==> src/rtl/sm_accum_pkg.sv <==
package sm_accum_pkg;

    localparam int DEF_SAMPLE_W = 16;
    localparam int DEF_SUM_W    = 21;
    localparam int DEF_WINDOW   = 64;

    typedef enum logic {
        ST_FILL = 1'b0,
        ST_LAST = 1'b1
    } win_state_e;

endpackage

==> src/rtl/sm_to_twos.sv <==
module sm_to_twos #(
    parameter int SAMPLE_W = 16,
    parameter int SUM_W    = 21
) (
    input  logic [SAMPLE_W-1:0] sample_i,
    output logic [SUM_W-1:0]    addend_o,
    output logic                cin_o
);
    localparam int MAG_W = SAMPLE_W - 1;
    localparam int EXT_W = SUM_W - MAG_W;

    logic             sign_w;
    logic [MAG_W-1:0] mag_w;

    always_comb begin
        sign_w   = sample_i[SAMPLE_W-1];
        mag_w    = sample_i[MAG_W-1:0] ^ {MAG_W{sign_w}};
        addend_o = {{EXT_W{sign_w}}, mag_w};
        cin_o    = sign_w;
    end

endmodule

==> src/rtl/window_sequencer.sv <==
module window_sequencer
    import sm_accum_pkg::*;
#(
    parameter int WINDOW = 64
) (
    input  logic clk_i,
    input  logic rst_i,
    output logic close_o
);
    localparam int CNT_W = (WINDOW > 2) ? $clog2(WINDOW) : 1;
    localparam logic [CNT_W-1:0] POS_PRELAST = CNT_W'(WINDOW - 2);
    localparam logic [CNT_W-1:0] POS_LAST    = CNT_W'(WINDOW - 1);

    win_state_e       state_q, state_d;
    logic [CNT_W-1:0] pos_q, pos_d;

    always_comb begin
        state_d = state_q;
        pos_d   = pos_q;
        unique case (state_q)
            ST_FILL: begin
                pos_d = pos_q + 1'b1;
                if (pos_q == POS_PRELAST) begin
                    state_d = ST_LAST;
                end
            end
            ST_LAST: begin
                pos_d   = '0;
                state_d = ST_FILL;
            end
            default: begin
                pos_d   = '0;
                state_d = ST_FILL;
            end
        endcase
    end

    always_ff @(posedge clk_i) begin
        if (rst_i) begin
            state_q <= ST_FILL;
            pos_q   <= '0;
        end else begin
            state_q <= state_d;
            pos_q   <= pos_d;
        end
    end

    always_comb begin
        unique case (state_q)
            ST_FILL: close_o = 1'b0;
            ST_LAST: close_o = (pos_q == POS_LAST);
            default: close_o = 1'b0;
        endcase
    end

endmodule

==> src/rtl/accum_datapath.sv <==
module accum_datapath #(
    parameter int SUM_W = 21
) (
    input  logic             clk_i,
    input  logic             rst_i,
    input  logic [SUM_W-1:0] addend_i,
    input  logic             cin_i,
    input  logic             close_i,
    output logic [SUM_W-1:0] acc_o,
    output logic [SUM_W-1:0] sum_o,
    output logic             valid_o
);
    logic [SUM_W-1:0] acc_q;
    logic [SUM_W-1:0] next_w;
    logic [SUM_W-1:0] sum_q;
    logic             valid_q;

    assign next_w = acc_q + addend_i + {{(SUM_W-1){1'b0}}, cin_i};

    always_ff @(posedge clk_i) begin
        if (rst_i) begin
            acc_q   <= '0;
            sum_q   <= '0;
            valid_q <= 1'b0;
        end else begin
            valid_q <= close_i;
            if (close_i) begin
                sum_q <= next_w;
                acc_q <= '0;
            end else begin
                acc_q <= next_w;
            end
        end
    end

    assign acc_o   = acc_q;
    assign sum_o   = sum_q;
    assign valid_o = valid_q;

endmodule

==> src/rtl/sm_window_accum.sv <==
module sm_window_accum
    import sm_accum_pkg::*;
#(
    parameter int SAMPLE_W = DEF_SAMPLE_W,
    parameter int SUM_W    = DEF_SUM_W,
    parameter int WINDOW   = DEF_WINDOW
) (
    input  logic                clk_i,
    input  logic                rst_i,
    input  logic [SAMPLE_W-1:0] sample_i,
    output logic [SUM_W-1:0]    sum_o,
    output logic                sum_valid_o
);
    logic [SUM_W-1:0] addend_w;
    logic             cin_w;
    logic             close_w;
    logic [SUM_W-1:0] acc_w;

    sm_to_twos #(
        .SAMPLE_W (SAMPLE_W),
        .SUM_W    (SUM_W)
    ) u_conv (
        .sample_i (sample_i),
        .addend_o (addend_w),
        .cin_o    (cin_w)
    );

    window_sequencer #(
        .WINDOW (WINDOW)
    ) u_seq (
        .clk_i   (clk_i),
        .rst_i   (rst_i),
        .close_o (close_w)
    );

    accum_datapath #(
        .SUM_W (SUM_W)
    ) u_dp (
        .clk_i    (clk_i),
        .rst_i    (rst_i),
        .addend_i (addend_w),
        .cin_i    (cin_w),
        .close_i  (close_w),
        .acc_o    (acc_w),
        .sum_o    (sum_o),
        .valid_o  (sum_valid_o)
    );

endmodule

==> config.mk <==
export PLATFORM = sky130hd
export DESIGN_NAME = sm_window_accum
export DESIGN_NICKNAME = d
export VERILOG_FILES = /design/src/rtl/sm_accum_pkg.sv /design/src/rtl/sm_to_twos.sv /design/src/rtl/window_sequencer.sv /design/src/rtl/accum_datapath.sv /design/src/rtl/sm_window_accum.sv
export SDC_FILE = /design/constraint.sdc
export NUM_CORES = 1
export LEC_CHECK = 0
export BUFFER_PORTS_ARGS = -buffer_cell sky130_fd_sc_hd__clkbuf_2
export CORE_ASPECT_RATIO = 1.4
export CORE_MARGIN = 5
export CORE_UTILIZATION = 55
export CTS_BUF_LIST = sky130_fd_sc_hd__clkbuf_4
export DETAILED_ROUTE_END_ITERATION = 16
export PLACE_DENSITY = 0.83
export SETUP_SLACK_MARGIN = 0.5
export SYNTH_ARGS = -nofsm -noshare
export SYNTH_HDL_FRONTEND = slang
export SYNTH_HIERARCHICAL = 1
export SYNTH_SLANG_ARGS = --single-unit
==> constraint.sdc <==
create_clock -name clk_i -period 4.8 [get_ports clk_i]
set_clock_uncertainty 0.2 [all_clocks]
set_input_delay 0.24 -clock clk_i [delete_from_list [all_inputs] [get_ports clk_i]]
set_output_delay 0.24 -clock clk_i [all_outputs]
set_load 0.01 [all_outputs]
# Word level (Yosys, flattened, before mapping)
# Index checks and enable logic that the tools add are counted.
# Widths: inputs -> output; s select.
[word_totals] register_bits=50 inputBits=18 out_inout_bits=22 word_cells=17
[classes] n_addsub=3 n_eq_ne=2 muxes=4 bitwise_logic=2 reduce_logical=1
[ops] operator="$add 21x1->21" n=1
[ops] operator="$add 21x21->21" n=1
[ops] operator="$xor 15x15->15" n=1
[ops] operator="$eq 6x6->1 const B" n=2
[ops] operator="$pmux 6 s2" n=1
[ops] operator="$add 6x1->6 const B" n=1
[ops] operator="$pmux 1 s2" n=2
[ops] operator="$reduce_or 2->1" n=1
[ops] operator="$mux 1" n=1
[ops] operator="$not 1->1" n=1

# Depth between registers and ports, before layout
# Gate-level depths: netlist of the first run.
[logic_depth] depth_word=3 mapped_depth=11

# Hierarchy
# The synthesis of the first run kept the hierarchy.
[by_module_without_submodules] mod="accum_datapath" instances=1 cells_per_inst=268 area_each_um2=2377.3 seq_area_each_um2=860.8
[by_module_without_submodules] mod="window_sequencer" instances=1 cells_per_inst=32 area_each_um2=286.5 seq_area_each_um2=140.1
[by_module_without_submodules] mod="sm_to_twos" instances=1 cells_per_inst=24 area_each_um2=215.2 seq_area_each_um2=0.0

# Least setup slack after synthesis of the first run
# OpenSTA, ideal clock, no wires.
[synth_path] kind="input port to flip-flop" from="input port sample_i[15]" to="register u_dp.sum_q[20], in the netlist u_dp/sum_o[20]" setup_ps=91 t_arrival_ps=2659 required_ps=4509 slack_ps=1850 cell_stages=10 n_path_buf=1 cell_sequence="buf_6 > xor2_1 > fa_1 > fa_1 > a21oi_2 > o21ai_2 > a41o_1 > o21a_1 > or3_1 > a311oi_1"
[synth_via] elab_chain_len=3
[synth_rtl] item="start, declared" line_no="sm_window_accum.sv:10" text="input logic [SAMPLE_W-1:0] sample_i,"
[synth_rtl] item="$xor 15x15->15" line_no="sm_to_twos.sv:17" text="mag_w = sample_i[MAG_W-1:0] ^ {MAG_W{sign_w}};"
[synth_rtl] item="via addend_w[0]" line_no="sm_window_accum.sv:14" text="logic [SUM_W-1:0] addend_w;"
[synth_rtl] item="$add 21x21->21" line_no="accum_datapath.sv:18" text="assign next_w = acc_q + addend_i + {{(SUM_W-1){1'b0}}, cin_i};"
[synth_rtl] item="$add 21x1->21" line_no="accum_datapath.sv:18"
[synth_rtl] item="end signal, assigned" line_no="accum_datapath.sv:28" text="sum_q <= next_w;"
[synth_rtl] item="end, declared" line_no="accum_datapath.sv:15" text="logic [SUM_W-1:0] sum_q;"
# The timed path passes the listed nets, and every way through them passes these cells.
# A chain may end at the register's enable or synchronous reset.

# Worst setup path in the final report of the first run
[layout_path] from="input port sample_i[15]" to="register u_dp.sum_q[18], in the netlist u_dp/sum_o[18]"
# Same word-level chain as after synthesis.

==> results.txt, run 1 <==
Min cycle time layout: 2.92 ns
Post-synth cell types: 55
I/O Pins: 40
Worst slew pin tran: 0.609 ns
Via Count: 2330
DR WL met3: 277 microns
Hold-fix buffers, CTS: 0
Post-CTS sizing: 0
Average via count per standard cell: 5.57
Initial antenna violation count: 0
Root buffer cell: clkbuf_4
Max Cap Viol: 0
WHS: 0.0551 ns
Net Count, Synth: 365
Leak pwr: 1.34 nW
Pins over their slew limit: 0
IO Port Bufs: 39
Setup bufs post-CTS: 0
Global-route wire length before repair: 10.2 mm
Aggregate global-route resource usage: 18.7%
Place WS: 1.51 ns
Starting Density: 56.2%
Asr flop ratio synth: 0%
DRT Wirelength: 6.16 mm
Largest net degree at the start of global routing: 19
Vias in the first global route: 2319
Die extent in x: 71.1 microns
Share of layout cells above drive strength 1: 17.9%
WP data required: 4.87 ns
First DRT Iteration DRCs: 77
Clock sink count: 50
Fillers: 481
Crit path max fanout: 9
Worst path slowest cell: a211oi_1
Register area: 1000 sq um
Row cnt: 31
Commonest cells after routing, fill and taps aside: 50 x dfxtp_1, 39 x clkbuf_2, 27 x nor2_1
Setup TNS: 0 ns
Crit path capture type: flop
Metal-1 WL: 2.58 mm
Chip height: 95.6 microns
Total power: 0.00147 W
Routability cong.: 0.937
Yosys reg bits: 50
Clock Path Buffers: 2
Wirelength per Cell: 14.7 microns
HPWL after DPL: 4.80 mm
Final Hold Fails: 0
Top routing layer in use: met4
RSZ-0062 raised after global routing: false
Achievable clock frequency: 342 MHz
Nets: 392
Commonest non-fill, non-tap cell in the layout: dfxtp_1
First-pass DRT Iterations: 4
Hold Crit Class: input pin to flop
Register area share after synthesis: 34.8%
Crit path DAT: 2.99 ns
Worst-Skew Late Latency: 0.37 ns
Syn Area/Cell: 8.89 sq um
Synth Cell Area: 2880 sq um
CTS tree: yes
Number of diodes: 0
Syn-to-layout area delta: 6.61%
Residual DRC: 0
Ys Warns: 6
Setup WS post-layout: 1.88 ns
CP max stage delay: 0.54 ns
TritonCTS buffer count: 5
Most used cell, CP: fa_1
Synth area leaders: dfxtp_1 35%, ha_1 9.1%, xor2_1 7.0%
H-tree depth: 2
Post-synth top flop: dfxtp_1
WS Path Type: input pin to flop
Pwr Density: 479 nW/um^2
Detail Route Antenna Nets: 0
Status: finished, final reports clean
Met2 WL: 3.18 mm
Worst-path clk slew: 0.15 ns
Period utilisation layout: 60.9%
Slew HR: 59.0%
Die ar.: 6800 sq um
CORE AREA: 5120 sq um
CP Cell Sequence: clkbuf_2 -> xor2_1 -> fa_1 -> fa_1 -> a21oi_2 -> o21ai_2 -> a211oi_1 -> o31a_1 -> xnor2_1 -> a22o_1
GRT overflow: 0
Area taken by multi-input logic gates: 1680 sq um
Post-Synthesis Cells: 324
Synth area leader: dfxtp_1
Largest vdd supply drop: 0.000176 V
EDFF count, synth: 0
Worst Setup Start Kind: input pin
Top-area cell type share of the netlist area: 34.8%
# setup viols final: 0
==> critical path, delay by kind of cell <==
kind / cells / cell delay (ns)
buf+inv: 1 / 0.21
compound gates: 5 / 1.29
fa+ha+maj: 2 / 0.91
xor+xnor: 2 / 0.32
==> sequential cells by signal, indices dropped and copies added, names as in the netlist <==
signal and flops:
u_seq/pos_q 6, u_dp/acc_o 21, u_dp/valid_o 1, u_seq/state_q 1
u_dp/sum_o 21
==> metrics by stage <==
| stage | instances | util, % | area [sq um] |
|---|---|---|---|
| after floorplan | 324 | - | 2880 |
| after global routing | 418 | 59.9 | 3070 |
| after detailed placement | 410 | 58.8 | 3010 |
| after CTS | 418 | 59.9 | 3070 |
| after global placement | 410 | 58.8 | 3010 |
| final | 418 | 59.9 | 3070 |
==> layout make-up <==
class | count | area share (%)
multi-input cells | 243 | 54.6
flip-flops and latches | 50 | 32.6
repair buffers | 42 | 7.09
well taps | 66 | 2.69
clock buffers | 5 | 1.22
inverters | 9 | 1.10
clock inverters | 3 | 0.693
==> final timing paths <==
path / from / end / slack (ns) / depth (start not counted)
setup / recovery: sample_i[15] / u_dp/sum_o[18] / 1.88 / 10
hold / removal: rst_i / u_dp/sum_o[3] / 0.06 / 2
setup reg to reg: u_dp/acc_o[0] / u_dp/sum_o[18] / 1.93 / 8
hold reg to reg: u_dp/sum_o[9] / u_dp/sum_o[9] / 0.27 / 2
==> Yosys cell counts, types with 6 or more instances <==
| library cell | instances |
|---|---|
| dfxtp_1 | 50 |
| nor2_1 | 27 |
| nand2_1 | 26 |
| a21oi_1 | 24 |
| xor2_1 | 23 |
| ha_1 | 21 |
| o21ai_0 | 15 |
| nor3_1 | 9 |
| buf_4 | 8 |
| inv_1 | 8 |
| xnor2_1 | 8 |
| nand3_1 | 7 |
| a21o_1 | 6 |
| clkbuf_1 | 6 |
==> layer usage <==
layer  vias to the layer above  GRT usage (%)
met5                         -              0
met4                         0           8.15
met3                        10           3.48
met2                        60           33.4
met1                      1072           21.5
li1                       1188              -
==> power breakdown <==
part | leakage [nW] | total [W] | switching [W] | internal, W
Clock | 0.0312 | 0.000194 | 0.000137 | 0.0000573
Sequential | 0.409 | 0.000518 | 0.0000266 | 0.000491
Combinational | 0.896 | 0.000758 | 0.000452 | 0.000306
==> kinds of logic after synthesis <==
logic type	synth area share (%)
adders and majority gates	10.5
buffers and inverters	7.04
DFF	34.8
xor gates and xnor gates	9.43
and+or+nand+nor	18.9
AOI/OAI and AO/OA	17.6
muxes	1.74
No activity file was read; power rests on OpenSTA's default activity.
==> run 2: changes to the inputs <==
Settings changed: CORE_UTILIZATION 55 to 54, PLACE_DENSITY 0.83 to 0.85.
Clock period 4.8 ns to 2.6 ns, I/O delays scaled along.
==> run 2 against run 1 <==
Against the previous run: the run now ends with setup timing left; critical endpoint is now u_dp/sum_o[20]; power grew to 2.8 times the previous value; sequential cell count stayed put; final cell count is 12% higher; global-route usage is 3.2 points higher; sequential share of layout area is 7.3 points lower; utilization is 17 points higher; combinational power grew to 3.5 times the previous value; count of clock-buffer cells in the layout stayed put; first-iteration DRC count grew to 2.7 times the previous value; non-clock buffer count is 50 higher.
==> results.txt, run 2 (synthesis gave the netlist of run 1 again) <==
Via Count: 2877 (+23%)
Largest vdd supply drop: 0.000599 V (+240%)
Final Hold Fails: 0 (unchanged)
Min cycle time layout: 2.77 ns
Starting Density: 55.4% (-0.84 points)
I/O Pins: 40 (unchanged)
TritonCTS buffer count: 5 (unchanged)
Wirelength per Cell: 20.1 microns (+37%)
H-tree depth: 2 (unchanged)
Vias in the first global route: 2647 (+14%)
Crit path capture type: flop
GRT overflow: 0 (unchanged)
Period utilisation layout: 106%
Worst slew pin tran: 0.506 ns (-0.102 ns)
# setup viols final: 6 (+6)
Worst-Skew Late Latency: 0.38 ns (about the same)
IO Port Bufs: 39 (unchanged)
Commonest non-fill, non-tap cell in the layout: dfxtp_1
Final instance area: 3980 sq um (+30%)
Number of diodes: 0 (unchanged)
Pwr Density: 1020 nW/um^2 (+110%)
Routability cong.: 0.992 (+5.8%)
Min-delay src: sample_i[0]
Register area: 1010 sq um (+0.63%)
R2R setup slack: -0.17 ns (-2.10 ns)
DRT Wirelength: 9.40 mm (+53%)
Share of layout cells above drive strength 1: 42.1% (+24 points)
First DRT Iteration DRCs: 209 (+170%)
Average via count per standard cell: 6.16 (+11%)
Residual DRC: 0 (unchanged)
CORE AREA: 5200 sq um (+1.5%)
Hold Path End: u_dp/acc_o[0]
Setup WS post-layout: -0.166 ns (-2.04 ns)
Achievable clock frequency: 362 MHz
Clock sink count: 50 (unchanged)
Reg-to-Reg End: u_dp/sum_o[20]
HPWL after DPL: 5.37 mm (+12%)
Die extent in x: 71.7 microns (+0.79%)
Crit path DAT: 2.86 ns (-0.13 ns)
Fin cells: 467 (+12%)
Slew HR: 65.9% (+6.9 points)
Largest net degree at the start of global routing: 17 (-2)
Aggregate global-route resource usage: 21.9% (+3.2 points)
Initial antenna violation count: 0 (unchanged)
Worst Setup Start Kind: flop
Die ar.: 6910 sq um (+1.6%)
Area taken by multi-input logic gates: 2130 sq um (+27%)
Fillers: 330 (-31%)
First-pass DRT Iterations: 5 (+1)
Commonest cells after routing, fill and taps aside: 45 x dfxtp_1, 43 x buf_4, 38 x clkbuf_2
Area after DPL: 3350 sq um (+11%)
WS Path Type: flop to flop
Nets: 442 (+13%)
Row cnt: 31 (unchanged)
Clock Path Buffers: 2 (unchanged)
Max Cap Viol: 0 (unchanged)
CTS tree: yes
Crit path max fanout: 3 (-6)
Pins over their slew limit: 0 (unchanged)
Detail Route Antenna Nets: 0 (unchanged)
Hold Crit Class: input pin to flop
Worst-path clk slew: 0.15 ns (about the same)
Root buffer cell: clkbuf_4
WP data required: 2.70 ns (-2.17 ns)
R2r startpoint: u_dp/acc_o[0]
Syn-to-layout area delta: 38.1%
Leak pwr: 1.65 nW (+24%)
Status: complete, but fails checks
Global-route wire length before repair: 11.8 mm (+16%)
Placed Cells: 448 (+9.3%)
Failing checks: setup timing
Worst Hold Depth: 4 (+2)
RSZ-0062 raised after global routing: true
Chip height: 96.4 microns (+0.83%)
Reg2reg path depth: 8 (unchanged)
-- run 2: cell types whose count changed in the layout (fill, tap and decap cells not counted), moves of 7 or more --
| cell | delta |
|---|---|
| a21oi_1 | -10 |
| a21oi_4 | +8 |
| buf_4 | +40 |
| buf_6 | +7 |
| ha_1 | -11 |
| ha_4 | +9 |
| o21ai_0 | -8 |
| xor2_1 | -9 |
| xor2_2 | +8 |
-- run 2: power breakdown --
group	total, W	internal [W]	leakage (nW)	switching (W)
sequential	0.000999	0.000915	0.411	0.0000840
clock	0.000445	0.000195	0.0387	0.000251
combinational	0.00262	0.00126	1.20	0.00137
-- run 2: layout make-up --
cell class / count / share of cell area, %
Multi-Input combinational cell: 243 / 53.7
Sequential cell: 50 / 25.3
Timing Repair Buffer: 92 / 16.3
Tap cell: 66 / 2.08
Clock buffer: 5 / 0.944
Clock inverter: 2 / 0.850
Inverter: 9 / 0.850
-- run 2: worst max path at each step --
stage                        from        endpoint  cells past startpoint
floorplan            sample_i[15]  u_dp/sum_o[20]                     10
global placement     sample_i[15]  u_dp/sum_o[20]                     10
detailed placement   sample_i[15]  u_dp/sum_o[20]                     10
CTS                 u_dp/acc_o[0]  u_dp/sum_o[20]                      8
global route        u_dp/acc_o[0]  u_dp/sum_o[20]                      8
finish              u_dp/acc_o[0]  u_dp/sum_o[20]                      8
-- run 2: critical path, cell delays in order, from the launching register on --
cell and delay [ns]:
dfxtp_2 0.35, fa_2 0.37, fa_2 0.41, a21oi_4 0.20, o21ai_4 0.09, a41o_1 0.24
o21a_1 0.21, or3_4 0.34, a311oi_1 0.27
-- run 2: metrics by stage --
stage / setup TNS (ns) / power, W / utilization [%] / setup slack (ns) / hold slack [ns]
3_3_place_gp: -0.458 / 0.00269 / 64.5 / -0.104 / 0.233
3_5_place_dp: -0.928 / 0.00276 / 64.5 / -0.161 / 0.243
2_1_floorplan: 0 / 0.00217 / - / 0.00280 / 0.176
5_1_grt: -0.520 / 0.00425 / 76.5 / -0.177 / 0.186
4_1_cts: 0 / 0.00335 / 68.5 / 0.0651 / 0.195
6_report: -0.309 / 0.00407 / 76.5 / -0.166 / 0.187
-- run 2: layer usage --
metal / GRT usage (%) / up-vias / wire [microns]
li1: - / 1274 / -
met1: 24.6 / 1358 / 3290
met2: 39.7 / 172 / 4850
met3: 3.11 / 73 / 639
met4: 11.3 / 0 / 618
met5: 0 / - / 0
-- run 2: repair_timing --
item / CTS / global route
pin swaps: 9 / 44
hold buffers: 2 / 0
resized for setup: 18 / 70
buffers inserted: 5 / 5
endpoints found under the hold margin: 8 / 0
setup endpoints to repair: 27 / 36
==> run 3: changes to the inputs <==
Settings changed: SETUP_SLACK_MARGIN 0.5 to 0.2.
==> run 3 against run 2 <==
Against the previous run: the flow now finishes without violations; maximum frequency grew 6.4%; global-route usage is essentially flat; sequential cell count is the same; utilization shrank 7.8 points; clock power grew 4%; combinational power shrank 24%; largest power group unchanged; critical path depth is the same; first-iteration DRC count grew 13%; hold slack lost 0.14 ns; wire length shrank 21%; via count shrank 8.0%; setup slack gained 0.17 ns.
==> results.txt, run 3 (synthesis gave the netlist of run 1 again) <==
Status: finished, final reports clean
Metal-1 WL: 2.89 mm (-12%)
Placed Cells: 446 (-0.45%)
R2R setup slack: 0.0007 ns (+0.17 ns)
Aggregate global-route resource usage: 21.9% (+0.027 points)
Max Cap Viol: 0 (unchanged)
Final instance area: 3570 sq um (-10%)
Min cycle time layout: 2.60 ns (-0.167 ns)
CP Cell Sequence: fa_2 -> fa_2 -> a21oi_4 -> o21ai_2 -> a41o_1 -> o21a_1 -> or3_4 -> a311oi_2
Vias in the first global route: 2638 (-0.34%)
Average via count per standard cell: 5.76 (-6.6%)
Wirelength per Cell: 16.2 microns (-20%)
Largest net degree at the start of global routing: 17 (unchanged)
# setup viols final: 0 (-6)
Leak pwr: 1.57 nW (-4.9%)
I/O Pins: 40 (unchanged)
H-tree depth: 2 (unchanged)
TritonCTS buffer count: 5 (unchanged)
Detail Route Antenna Nets: 0 (unchanged)
Period utilisation layout: 100% (-6.4 points)
CTS tree: yes
Largest vdd supply drop: 0.000541 V (-9.7%)
Die ar.: 6910 sq um (unchanged)
Crit path DAT: 2.70 ns (-0.16 ns)
Residual DRC: 0 (unchanged)
Initial antenna violation count: 0 (unchanged)
Global-route wire length before repair: 11.9 mm (+0.35%)
Final Hold Fails: 0 (unchanged)
WHS: 0.0496 ns (-0.138 ns)
Starting Density: 55.4% (unchanged)
Post-Route Utilization: 68.8% (-7.8 points)
Commonest non-fill, non-tap cell in the layout: dfxtp_1
First-pass DRT Iterations: 5 (unchanged)
First DRT Iteration DRCs: 237 (+13%)
Most used cell, CP: fa_2
Clock sink count: 50 (unchanged)
IO Port Bufs: 39 (unchanged)
Top routing layer in use: met4
Hold Crit Class: input pin to flop
Place WS: -0.143 ns (+0.0175 ns)
Crit path max fanout: 2 (-1)
Fin cells: 460 (-1.5%)
Die extent in x: 71.7 microns (unchanged)
Chip height: 96.4 microns (unchanged)
CORE AREA: 5200 sq um (unchanged)
Pwr Density: 960 nW/um^2 (-6.1%)
Pins over their slew limit: 0 (unchanged)
Root buffer cell: clkbuf_4
Number of diodes: 0 (unchanged)
Share of layout cells above drive strength 1: 32.2% (-9.9 points)
Worst path slowest cell: fa_2
Nets: 434 (-1.8%)
GRT overflow: 0 (unchanged)
Met2 WL: 3.88 mm (-20%)
Via Count: 2648 (-8.0%)
Routability cong.: 0.916 (-7.7%)
Worst-Skew Late Latency: 0.37 ns (about the same)
DRT Wirelength: 7.44 mm (-21%)
Achievable clock frequency: 385 MHz (+6.4%)
Area after DPL: 3300 sq um (-1.6%)
Row cnt: 31 (unchanged)
Commonest cells after routing, fill and taps aside: 49 x dfxtp_1, 40 x buf_4, 39 x clkbuf_2
Worst slew pin tran: 0.748 ns (+0.241 ns)
WS Path Type: flop to flop
Slew HR: 50.0% (-16 points)
CP max stage delay: 0.38 ns (-0.03 ns)
Setup WS post-layout: 0.000748 ns (+0.167 ns)
Worst-path clk slew: 0.15 ns (about the same)
Worst Setup Start Kind: flop
DR WL met3: 403 microns (-37%)
Clock Path Buffers: 2 (unchanged)
WP data required: 2.70 ns (about the same)
HPWL after DPL: 5.56 mm (+3.6%)
Syn-to-layout area delta: 24.1%
RSZ-0062 raised after global routing: true
Crit path capture type: flop
## run 3: what timing repair did
item,4_1_cts,5_1_grt
buffers inserted,3,2
hold buffers,1,0
setup endpoints to repair,12,20
endpoints found under the hold margin,8,0
gates resized for setup,10,21
pin swaps,13,11
## run 3: final timing paths
check | start | endpoint | depth (start not counted)
setup / recovery | u_dp/acc_o[0] | u_dp/sum_o[20] | 8
hold / removal | rst_i | u_dp/sum_o[16] | 3
setup reg to reg | u_dp/acc_o[0] | u_dp/sum_o[20] | 8
hold reg to reg | u_dp/sum_o[6] | u_dp/sum_o[6] | 2
## run 3: metrics by stage
| stage | setup TNS [ns] | power, W |
|---|---|---|
| after global placement | -0.642 | 0.00265 |
| after detailed placement | -1.19 | 0.00271 |
| after CTS | 0 | 0.00325 |
| final | 0 | 0.00343 |
| after floorplan | 0 | 0.00214 |
| after global routing | -0.421 | 0.00366 |
## run 3: worst max-delay path, delay by kind of cell (launching register included)
| family | cells | cell delay, ns |
|---|---|---|
| and+or+nand+nor | 1 | 0.33 |
| adders and majority gates | 2 | 0.74 |
| AOI/OAI and AO/OA | 5 | 0.90 |
| DFF | 1 | 0.35 |
## run 3: layout make-up
type | instances | area [sq um]
clock inverters | 3 | 45.0
well taps | 66 | 82.6
inverters | 9 | 33.8
repair buffers | 84 | 551
flip-flops and latches | 50 | 1000
multi-input cells | 243 | 1820
fillers | 406 | 1620
clock buffers | 5 | 37.5
## run 3: power breakdown
group          total (W)  switching [W]  internal (W)
sequential      0.000967      0.0000585      0.000908
combinational    0.00200        0.00105      0.000948
clock           0.000462       0.000260      0.000202
total            0.00343        0.00137       0.00206
## run 3: per-layer routing
layer  GRT usage [%]  up-vias
met5               0        -
met4            12.2        0
met3            3.42       26
met2            39.3       92
met1            24.5     1267
li1                -     1263
